File: src/rtl/seg_pkg.sv
package seg_pkg;
  localparam int AW = 32;
  localparam int SW = 16;
  localparam int LW = 20;

  typedef struct packed {
    logic [AW-1:0] base;
    logic [LW-1:0] limit;
    logic [1:0]    dpl;
    logic [1:0]    rpl;
    logic          lng;
    logic          big;
    logic          gran;
    logic          real_m;
  } seg_cache_t;

  function automatic seg_cache_t real_cache(input logic [SW-1:0] seg);
    seg_cache_t c;
    c        = '0;
    c.base   = {{(AW-SW-4){1'b0}}, seg, 4'b0000};
    c.limit  = {{(LW-16){1'b0}}, 16'hFFFF};
    c.real_m = 1'b1;
    return c;
  endfunction

  function automatic seg_cache_t decode(input logic [31:0] w0, input logic [31:0] w1,
                                        input logic [1:0] rpl);
    seg_cache_t c;
    c.base   = {w1[31:24], w1[7:0], w0[31:16]};
    c.limit  = {w1[19:16], w0[15:0]};
    c.dpl    = w1[14:13];
    c.rpl    = rpl;
    c.lng    = w1[21] & w1[11];
    c.big    = w1[22];
    c.gran   = w1[23];
    c.real_m = 1'b0;
    return c;
  endfunction
endpackage

File: src/rtl/seg_load.sv
module seg_load
  import seg_pkg::*;
(
  input  logic          clk_i,
  input  logic          rst_ni,
  input  logic          pmode_i,
  input  logic          ld_i,
  input  logic [SW-1:0] sel_i,
  input  logic [AW-1:0] tbl_base_i,
  input  logic [15:0]   tbl_limit_i,
  output logic          mem_req_o,
  output logic [AW-1:0] mem_addr_o,
  input  logic [31:0]   mem_rdata_i,
  input  logic          mem_ack_i,
  output logic          busy_o,
  output logic          done_o,
  output logic          load_fault_o,
  output seg_cache_t    cache_o
);
  typedef enum logic [1:0] {S_IDLE, S_RD0, S_RD1} st_t;
  st_t st_q;
  logic [SW-1:0] sel_q;
  logic [31:0]   w0_q;
  logic          out_of_tbl;

  assign out_of_tbl = {sel_i[15:3], 3'b111} > tbl_limit_i;
  assign busy_o     = st_q != S_IDLE;
  assign mem_req_o  = busy_o;
  assign mem_addr_o = tbl_base_i + {16'b0, sel_q[15:3], 3'b000}
                    + ((st_q == S_RD1) ? 32'd4 : 32'd0);

  always_ff @(posedge clk_i or negedge rst_ni) begin
    if (!rst_ni) begin
      st_q         <= S_IDLE;
      sel_q        <= '0;
      w0_q         <= '0;
      done_o       <= 1'b0;
      load_fault_o <= 1'b0;
      cache_o      <= real_cache('0);
    end else begin
      done_o       <= 1'b0;
      load_fault_o <= 1'b0;
      unique case (st_q)
        S_IDLE: if (ld_i) begin
          if (!pmode_i) begin
            cache_o <= real_cache(sel_i);
            done_o  <= 1'b1;
          end else if (out_of_tbl) begin
            load_fault_o <= 1'b1;
          end else begin
            sel_q <= sel_i;
            st_q  <= S_RD0;
          end
        end
        S_RD0: if (mem_ack_i) begin
          w0_q <= mem_rdata_i;
          st_q <= S_RD1;
        end
        S_RD1: if (mem_ack_i) begin
          cache_o <= decode(w0_q, mem_rdata_i, sel_q[1:0]);
          done_o  <= 1'b1;
          st_q    <= S_IDLE;
        end
        default: st_q <= S_IDLE;
      endcase
    end
  end

  p_req_hold_r2: assert property (@(posedge clk_i) disable iff (!rst_ni)
    mem_req_o && !mem_ack_i |=> mem_req_o && $stable(mem_addr_o));
  p_fault_noreq_r3: assert property (@(posedge clk_i) disable iff (!rst_ni)
    load_fault_o |-> !mem_req_o && !done_o);
  p_fault_keep_r3: assert property (@(posedge clk_i) disable iff (!rst_ni)
    load_fault_o |-> $stable(cache_o));
  p_no_lookup_r9: assert property (@(posedge clk_i) disable iff (!rst_ni)
    !busy_o && !ld_i |=> !mem_req_o);
endmodule

File: src/rtl/seg_check.sv
module seg_check
  import seg_pkg::*;
(
  input  logic          clk_i,
  input  logic          rst_ni,
  input  seg_cache_t    cache_i,
  input  logic          acc_i,
  input  logic [AW-1:0] off_i,
  output logic [AW-1:0] lin_addr_o,
  output logic          lin_vld_o,
  output logic          limit_fault_o,
  output logic          priv_fault_o
);
  logic [AW-1:0] eff_lim;
  logic          lim_bad, prv_bad;

  assign eff_lim = cache_i.gran ? {cache_i.limit, 12'hFFF}
                                : {{(AW-LW){1'b0}}, cache_i.limit};
  assign lim_bad = !cache_i.real_m && !cache_i.lng && (off_i > eff_lim);
  assign prv_bad = !cache_i.real_m && (cache_i.rpl > cache_i.dpl);

  always_ff @(posedge clk_i or negedge rst_ni) begin
    if (!rst_ni) begin
      lin_addr_o    <= '0;
      lin_vld_o     <= 1'b0;
      limit_fault_o <= 1'b0;
      priv_fault_o  <= 1'b0;
    end else begin
      lin_addr_o    <= '0;
      lin_vld_o     <= 1'b0;
      limit_fault_o <= 1'b0;
      priv_fault_o  <= 1'b0;
      if (acc_i) begin
        limit_fault_o <= lim_bad;
        priv_fault_o  <= prv_bad;
        if (!lim_bad && !prv_bad) begin
          lin_vld_o <= 1'b1;
          if (cache_i.real_m)   lin_addr_o <= cache_i.base + {16'b0, off_i[15:0]};
          else if (cache_i.lng) lin_addr_o <= off_i;
          else                  lin_addr_o <= cache_i.base + off_i;
        end
      end
    end
  end

  p_fault_excl_r5: assert property (@(posedge clk_i) disable iff (!rst_ni)
    (limit_fault_o || priv_fault_o) |-> !lin_vld_o);
  p_real_window_r1: assert property (@(posedge clk_i) disable iff (!rst_ni)
    lin_vld_o && $past(cache_i.real_m) |-> lin_addr_o[31:21] == 11'd0);
  p_one_cycle_r11: assert property (@(posedge clk_i) disable iff (!rst_ni)
    !$past(acc_i) |-> !lin_vld_o && !limit_fault_o && !priv_fault_o);
endmodule

File: src/rtl/seg_desc_unit.sv
module seg_desc_unit
  import seg_pkg::*;
(
  input  logic        clk_i,
  input  logic        rst_ni,
  input  logic        pmode_i,
  input  logic        ld_i,
  input  logic [15:0] sel_i,
  input  logic [31:0] tbl_base_i,
  input  logic [15:0] tbl_limit_i,
  output logic        mem_req_o,
  output logic [31:0] mem_addr_o,
  input  logic [31:0] mem_rdata_i,
  input  logic        mem_ack_i,
  output logic        busy_o,
  output logic        done_o,
  output logic        load_fault_o,
  input  logic        acc_i,
  input  logic [31:0] off_i,
  output logic [31:0] lin_addr_o,
  output logic        lin_vld_o,
  output logic        limit_fault_o,
  output logic        priv_fault_o,
  output logic        big_o
);
  seg_cache_t cache;

  seg_load u_load (
    .clk_i, .rst_ni, .pmode_i, .ld_i, .sel_i, .tbl_base_i, .tbl_limit_i,
    .mem_req_o, .mem_addr_o, .mem_rdata_i, .mem_ack_i,
    .busy_o, .done_o, .load_fault_o, .cache_o(cache)
  );

  seg_check u_check (
    .clk_i, .rst_ni, .cache_i(cache), .acc_i, .off_i,
    .lin_addr_o, .lin_vld_o, .limit_fault_o, .priv_fault_o
  );

  assign big_o = cache.big;

  p_real_small_r10: assert property (@(posedge clk_i) disable iff (!rst_ni)
    done_o && $past(!pmode_i) |-> !big_o);
endmodule

File: config.mk
export PLATFORM = sky130hd
export DESIGN_NAME = seg_desc_unit
export DESIGN_NICKNAME = d
export VERILOG_FILES = /design/src/rtl/seg_pkg.sv /design/src/rtl/seg_load.sv /design/src/rtl/seg_check.sv /design/src/rtl/seg_desc_unit.sv
export SDC_FILE = /design/constraint.sdc
export NUM_CORES = 1
export LEC_CHECK = 0
export ABC_CLOCK_PERIOD_IN_PS = 6400
export CAP_MARGIN = 40
export CORE_MARGIN = 1
export CORE_UTILIZATION = 70
export DETAILED_ROUTE_END_ITERATION = 8
export DONT_BUFFER_PORTS = 1
export PLACE_DENSITY = 0.85
export SYNTH_ARGS = -nofsm -noshare
export SYNTH_HDL_FRONTEND = slang
export SYNTH_SLANG_ARGS = --single-unit
File: constraint.sdc
create_clock -name clk_i -period 6.4 [get_ports clk_i]
set_input_delay 0.96 -clock clk_i [delete_from_list [all_inputs] [get_ports clk_i]]
set_output_delay 0.96 -clock clk_i [all_outputs]
set_load 0.02 [all_outputs]
## Word-level counts from Yosys, hierarchy flattened

Cells that the tools add are included.

- Flip-flop bits (word level): 147
- Bits in latches: 0
- Bits in writable memories: 0
- Memory bits (read-only): 0
- Memories: 0

- Add/sub/neg operators: 4
- $mul: 0
- Div/mod/pow operators: 0
- Magnitude comparators: 3
- Eq/ne operators: 8
- Shift operators: 0
- Multiplexer cells: 28
- Bitwise gates (word level): 2
- Reduce and logical (&&, ||, !) cells: 15

Operators with widths:

| cell | count |
|---|---|
| two-way mux 60 bit | 3 |
| two-way mux 32 bit | 5 |
| one-hot mux 60 bit (2 select lines) | 1 |
| adder 32 x 16 -> 32 bit | 2 |
| adder 32 bit | 2 |
| > comparator 32 bit | 1 |
| > comparator 16 bit | 1 |
| inequality test 2 bit, second input constant | 6 |
| two-way mux 1 bit | 11 |
| two-way mux 2 bit | 5 |
| AND reduction 4 bit | 2 |
| one-hot mux 2 bit (3 select lines) | 1 |
| AND reduction 5 bit | 1 |
| logical AND 1 bit | 4 |
| logical NOT 1 bit | 4 |
| nonzero test 2 bit | 2 |
| two-way mux 3 bit | 1 |
| == test 2 x 1 -> 1 bit, second input constant | 1 |
| == test 2 bit, second input constant | 1 |
| > comparator 2 bit | 1 |
| logical NOT 2 bit | 1 |
| one-hot mux 1 bit (2 select lines) | 1 |
| AND reduction 2 bit | 1 |
| bitwise AND 1 bit | 1 |
| NOT 1 bit | 1 |

## Longest topological paths before layout

- Depth after elaboration: 7
- Depth in mapped cells: 14
- Mapped depth without buffers: 12

## By module

Synthesis repeated with hierarchy kept, for this count alone.

- Cells, all modules: 1076
- Area, all modules: 10025.9 µm²

By module, submodules not included:

| module | instances | cells each | area each (µm²) |
|---|---|---|---|
| seg_load | 1 | 498 | 5575.3 |
| seg_check | 1 | 578 | 4450.5 |

## Worst setup path after synthesis

No wires, ideal clock.

- Kind: reg2out
- Start: register u_load.st_q[0]
- End: output port mem_addr_o[22]
- Data arrival time: 3642 ps
- Required time: 5440 ps
- Setup slack: 1798 ps
- Stages on the path, launching flop included: 15
- Buffers on the path: 2
- Cells stage by stage: dfrtp_1 -> nor2b_1 -> buf_1 -> buf_1 -> ha_1 -> inv_1 -> fa_1 -> nor2b_1 -> o2111ai_1 -> nand3_1 -> o2111ai_1 -> o22ai_1 -> o41ai_2 -> nor3_1 -> xor2_1

- Longest elaborated chain between the ends: 3

Ends and longest elaborated chain:

| what | RTL line | source |
|---|---|---|
| start, declared | seg_load.sv:21 | `st_t st_q;` |
| start signal, assigned | seg_load.sv:34 | `st_q <= S_IDLE;` |
| start signal, assigned | seg_load.sv:52 | `st_q <= S_RD0;` |
| start signal, assigned | seg_load.sv:57 | `st_q <= S_RD1;` |
| == test 2 bit | seg_load.sv:30 | `+ ((st_q == S_RD1) ? 32'd4 : 32'd0);` |
| two-way mux 3 bit | seg_load.sv:30 |  |
| adder 32 bit | seg_load.sv:30 |  |
| end, declared | seg_desc_unit.sv:12 | `output logic [31:0] mem_addr_o,` |

No other way between the ends.

## Final worst setup path

- Start: register u_load.st_q[1]
- End: output port mem_addr_o[30]

The elaborated chain is that of the path after synthesis.

==> flow_summary.json <==
{
  "skew_ns": 0.0104,
  "synth_area_sq_um": 9970,
  "endpoint_kind": "output pin",
  "r2r_slack_ns": 2.61,
  "yosysWarnings": 0,
  "syn_avg_cell_area_sq_um": 9.57,
  "cts.clk_slew.worst_paths_ns": 0.07,
  "fin_ws_ns": 1.59,
  "ys_ff_latch": 146,
  "drive_above_1_share_pct": 12.8,
  "postRouteAntennaNets": 0,
  "crit_start": "u_load.st_q[1]$_DFFE_PN0P_",
  "p_leak_uw": 0.00488,
  "crit_path_frequent_cell": "o2111ai_1",
  "cts_sinks": 146,
  "slowest_delay_ns": 0.47,
  "grt_pass1_vias": 8042,
  "dieArea_sq_um": 14700,
  "grt_overflow": 0,
  "clkLatencyLatePin_ns": 0.44,
  "utilization_pct": 76.9,
  "dpl_cell_area_sq_um": 10100,
  "fin_crit_sh_pct": 75.2,
  "cts_resized": 0,
  "rr_startpoint": "u_load.cache_o[1]$_DFFE_PN0P_",
  "clock_path_buffers": 2,
  "design_area_sq_um": 10700,
  "htree_levels": 4,
  "required_ns": 5.44,
  "cp_top_family": "simple AND/OR/NAND/NOR gates",
  "yosys_most_used_dff": "dfrtp_1",
  "status": "finished, final reports clean",
  "grtUsageMet3_pct": 11.1,
  "critPathLaunchType": "flop",
  "cts_hold_buf": 0,
  "via_per_inst": 6.80,
  "worst_pin_slew_ns": 0.874,
  "vdd_drop_max_mv": 0.277,
  "vias": 8270,
  "ys_seq_area_share_pct": 36.9,
  "min_path_type": "input port to async pin",
  "synth.distinct_cells": 78,
  "worstPathArrival_ns": 3.85,
  "critPathMaxFanout": 21,
  "first_iter_violations": 753,
  "cts_tree": "built",
  "area_delta_synth_final_pct": 7.10,
  "path_cells": "nor2b_2 > buf_4 > ha_1 > inv_1 > fa_1 > nor2b_1 > o2111ai_1 > nand3_1 > o2111ai_1 > o22ai_1 > o41ai_2 > nor3_1 > xor2_1",
  "dr.pass1.iters": 5,
  "fp.dieW_microns": 121,
  "routed_wl_microns": 26700,
  "antenna_found_initial": 0,
  "power.density_nw_per_um2": 421,
  "gp_congestion": 0.942,
  "pre_cts_slack_ns": 2.07,
  "rr_worst_depth": 10,
  "top_usage_layer": "met2",
  "crit_slowest_cell": "dfrtp_1",
  "synth-async-reset-ratio_pct": 100,
  "grt_util_met2_pct": 60.1,
  "final_nets": 1252,
  "ios": 206,
  "grt_usage_pct": 37.7,
  "die_y_microns": 121,
  "initial_core_util_pct": 71.8,
  "critPathBufInv": 2,
  "hold_viol": 0,
  "drv_cap": 0,
  "use_met1_pct": 47.2,
  "dp_hpwl_microns": 20500,
  "cts_setup_buffers": 0,
  "cts-root-buf": "clkbuf_16",
  "slew_viol_final": 0,
  "postSynthCellCount": 1042,
  "remaining_drc_errors": 0,
  "port_buffers": 0,
  "rsz0062_at_grt": "false",
  "cts_made_buffers": 17,
  "diodes": 0,
  "rows": 43,
  "tns_ns": 0,
  "core_region_area_sq_um": 13900,
  "post-route-min-period_ns": 4.81,
  "post_drt_wl_per_cell_microns": 21.9,
  "grt_max_degree": 147,
  "grt_pass1_wl_microns": 41800,
  "setup_viol": 0,
  "reg2reg_to": "u_check.lin_addr_o[20]$_DFF_PN0_",
  "relSlewSlack_pct": 41.7,
  "syn_nets": 1270,
  "crit_type": "flop to output pin",
  "synth_edf_count": 0,
  "fmax_mhz": 208
}
[sequential cells by signal (all words and copies together) (netlist names)]
name,count
u_check.limit_fault_o,1
u_check.lin_addr_o,32
u_check.lin_vld_o,1
u_check.priv_fault_o,1
u_load.cache_o,60
u_load.done_o,1
u_load.load_fault_o,1
u_load.sel_q,15
u_load.st_q,2
u_load.w0_q,32
[through the flow]
| stage | hold slack, ns | std cells | total power (uW) |
|---|---|---|---|
| after global routing | 0.195 | 1217 | 4760 |
| after floorplan | 0.444 | 1042 | 3080 |
| after CTS | 0.203 | 1217 | 4480 |
| final | 0.206 | 1217 | 4500 |
| after global placement | 0.465 | 1181 | 3420 |
| after detailed placement | 0.473 | 1185 | 3510 |
[layout make-up]
type	instances	area (sq um)
timing repair buffer	10	130
clock inverter	15	139
fill	927	3200
sequential	146	3670
tap	180	225
multi-input combinational	806	5920
clock buffer	17	425
inverter	43	161
[per-layer routing]
metal / wire [microns] / vias up
met5: 0 / -
met4: 944 / 0
met3: 2520 / 78
met2: 12600 / 398
met1: 10600 / 4006
li1: - / 3788
[cell usage after synthesis (all sizes together), types with 5 or more instances]
cell     instances  area, sq um
nand3           18         90.1
nand2          103          387
nor2            71          267
o21a             5         37.5
o22a            18          159
a211oi          16          130
dfstp           17          447
xnor2           40          350
a22o            22          193
nand4           21          131
xor2            23          201
nor3            13         70.1
and3            12         76.3
a21o            25          189
a2111oi          6         65.1
nand2b          10         62.6
o31ai            5         37.5
a31oi            5         31.3
o211ai           6         45.0
inv             42          158
a31o             5         43.8
clkbuf          32          131
a21oi           75          375
mux2            48          544
o21ai           55          275
dfrtp          129         3230
buf             15         82.6
mux2i           26          260
o21bai           9         67.6
or2              5         31.3
nor2b           12         75.1
o22ai            5         37.5
ha              92         1150
[power breakdown]
group / switching [uW] / internal [uW] / leakage (uW) / total [uW]
clock network: 443 / 513 / 0.000275 / 956
registers: 386 / 1280 / 0.00182 / 1660
logic: 1070 / 815 / 0.00278 / 1880
[logic make-up after synthesis]
| logic type | count (synthesis) | synth area share [%] |
|---|---|---|
| AND/OR/NAND/NOR | 282 | 13.3 |
| XOR/XNOR | 63 | 5.53 |
| flip-flops | 146 | 36.9 |
| multiplexers | 74 | 8.07 |
| AO/OA/AOI/OAI | 293 | 20.6 |
| adder cells (fa/ha/maj) | 94 | 11.9 |
| buffers and inverters | 90 | 3.76 |
[layout by cell type, fill, tap and decap left out, types with 12 or more instances in the layout]
master and n:
dfrtp_1 129, nand2_1 103, ha_1 92, a21oi_1 75, nor2_1 71, o21ai_0 54, mux2_2 47, inv_1 42
xnor2_1 40, mux2i_1 26, a21o_1 24, xor2_1 23, a22o_1 22, nand4_1 21, nand3_1 18, o22a_1 17
clkbuf_16 17, dfstp_2 17, a211oi_1 14, nor3_1 12
[worst max-delay path by stage]
stage                                end  slack [ns]  cells past startpoint
after floorplan           mem_addr_o[22]        1.80                     14
after global placement    mem_addr_o[28]        2.10                     11
after detailed placement  mem_addr_o[28]        2.07                     11
after CTS                 mem_addr_o[30]        1.63                     13
after global routing      mem_addr_o[28]        1.33                     13
final                     mem_addr_o[30]        1.59                     13
[worst reg2reg max path: cells and delay by family, from the launching register on]
| kind | cells | cell delay (ns) |
|---|---|---|
| adders and majority gates | 1 | 0.31 |
| DFF | 1 | 0.58 |
| buffers and inverters | 2 | 0.50 |
| AOI/OAI and AO/OA | 3 | 1.49 |
| and+or+nand+nor | 4 | 0.73 |
Note: power is estimated with default switching activity, not from simulation.
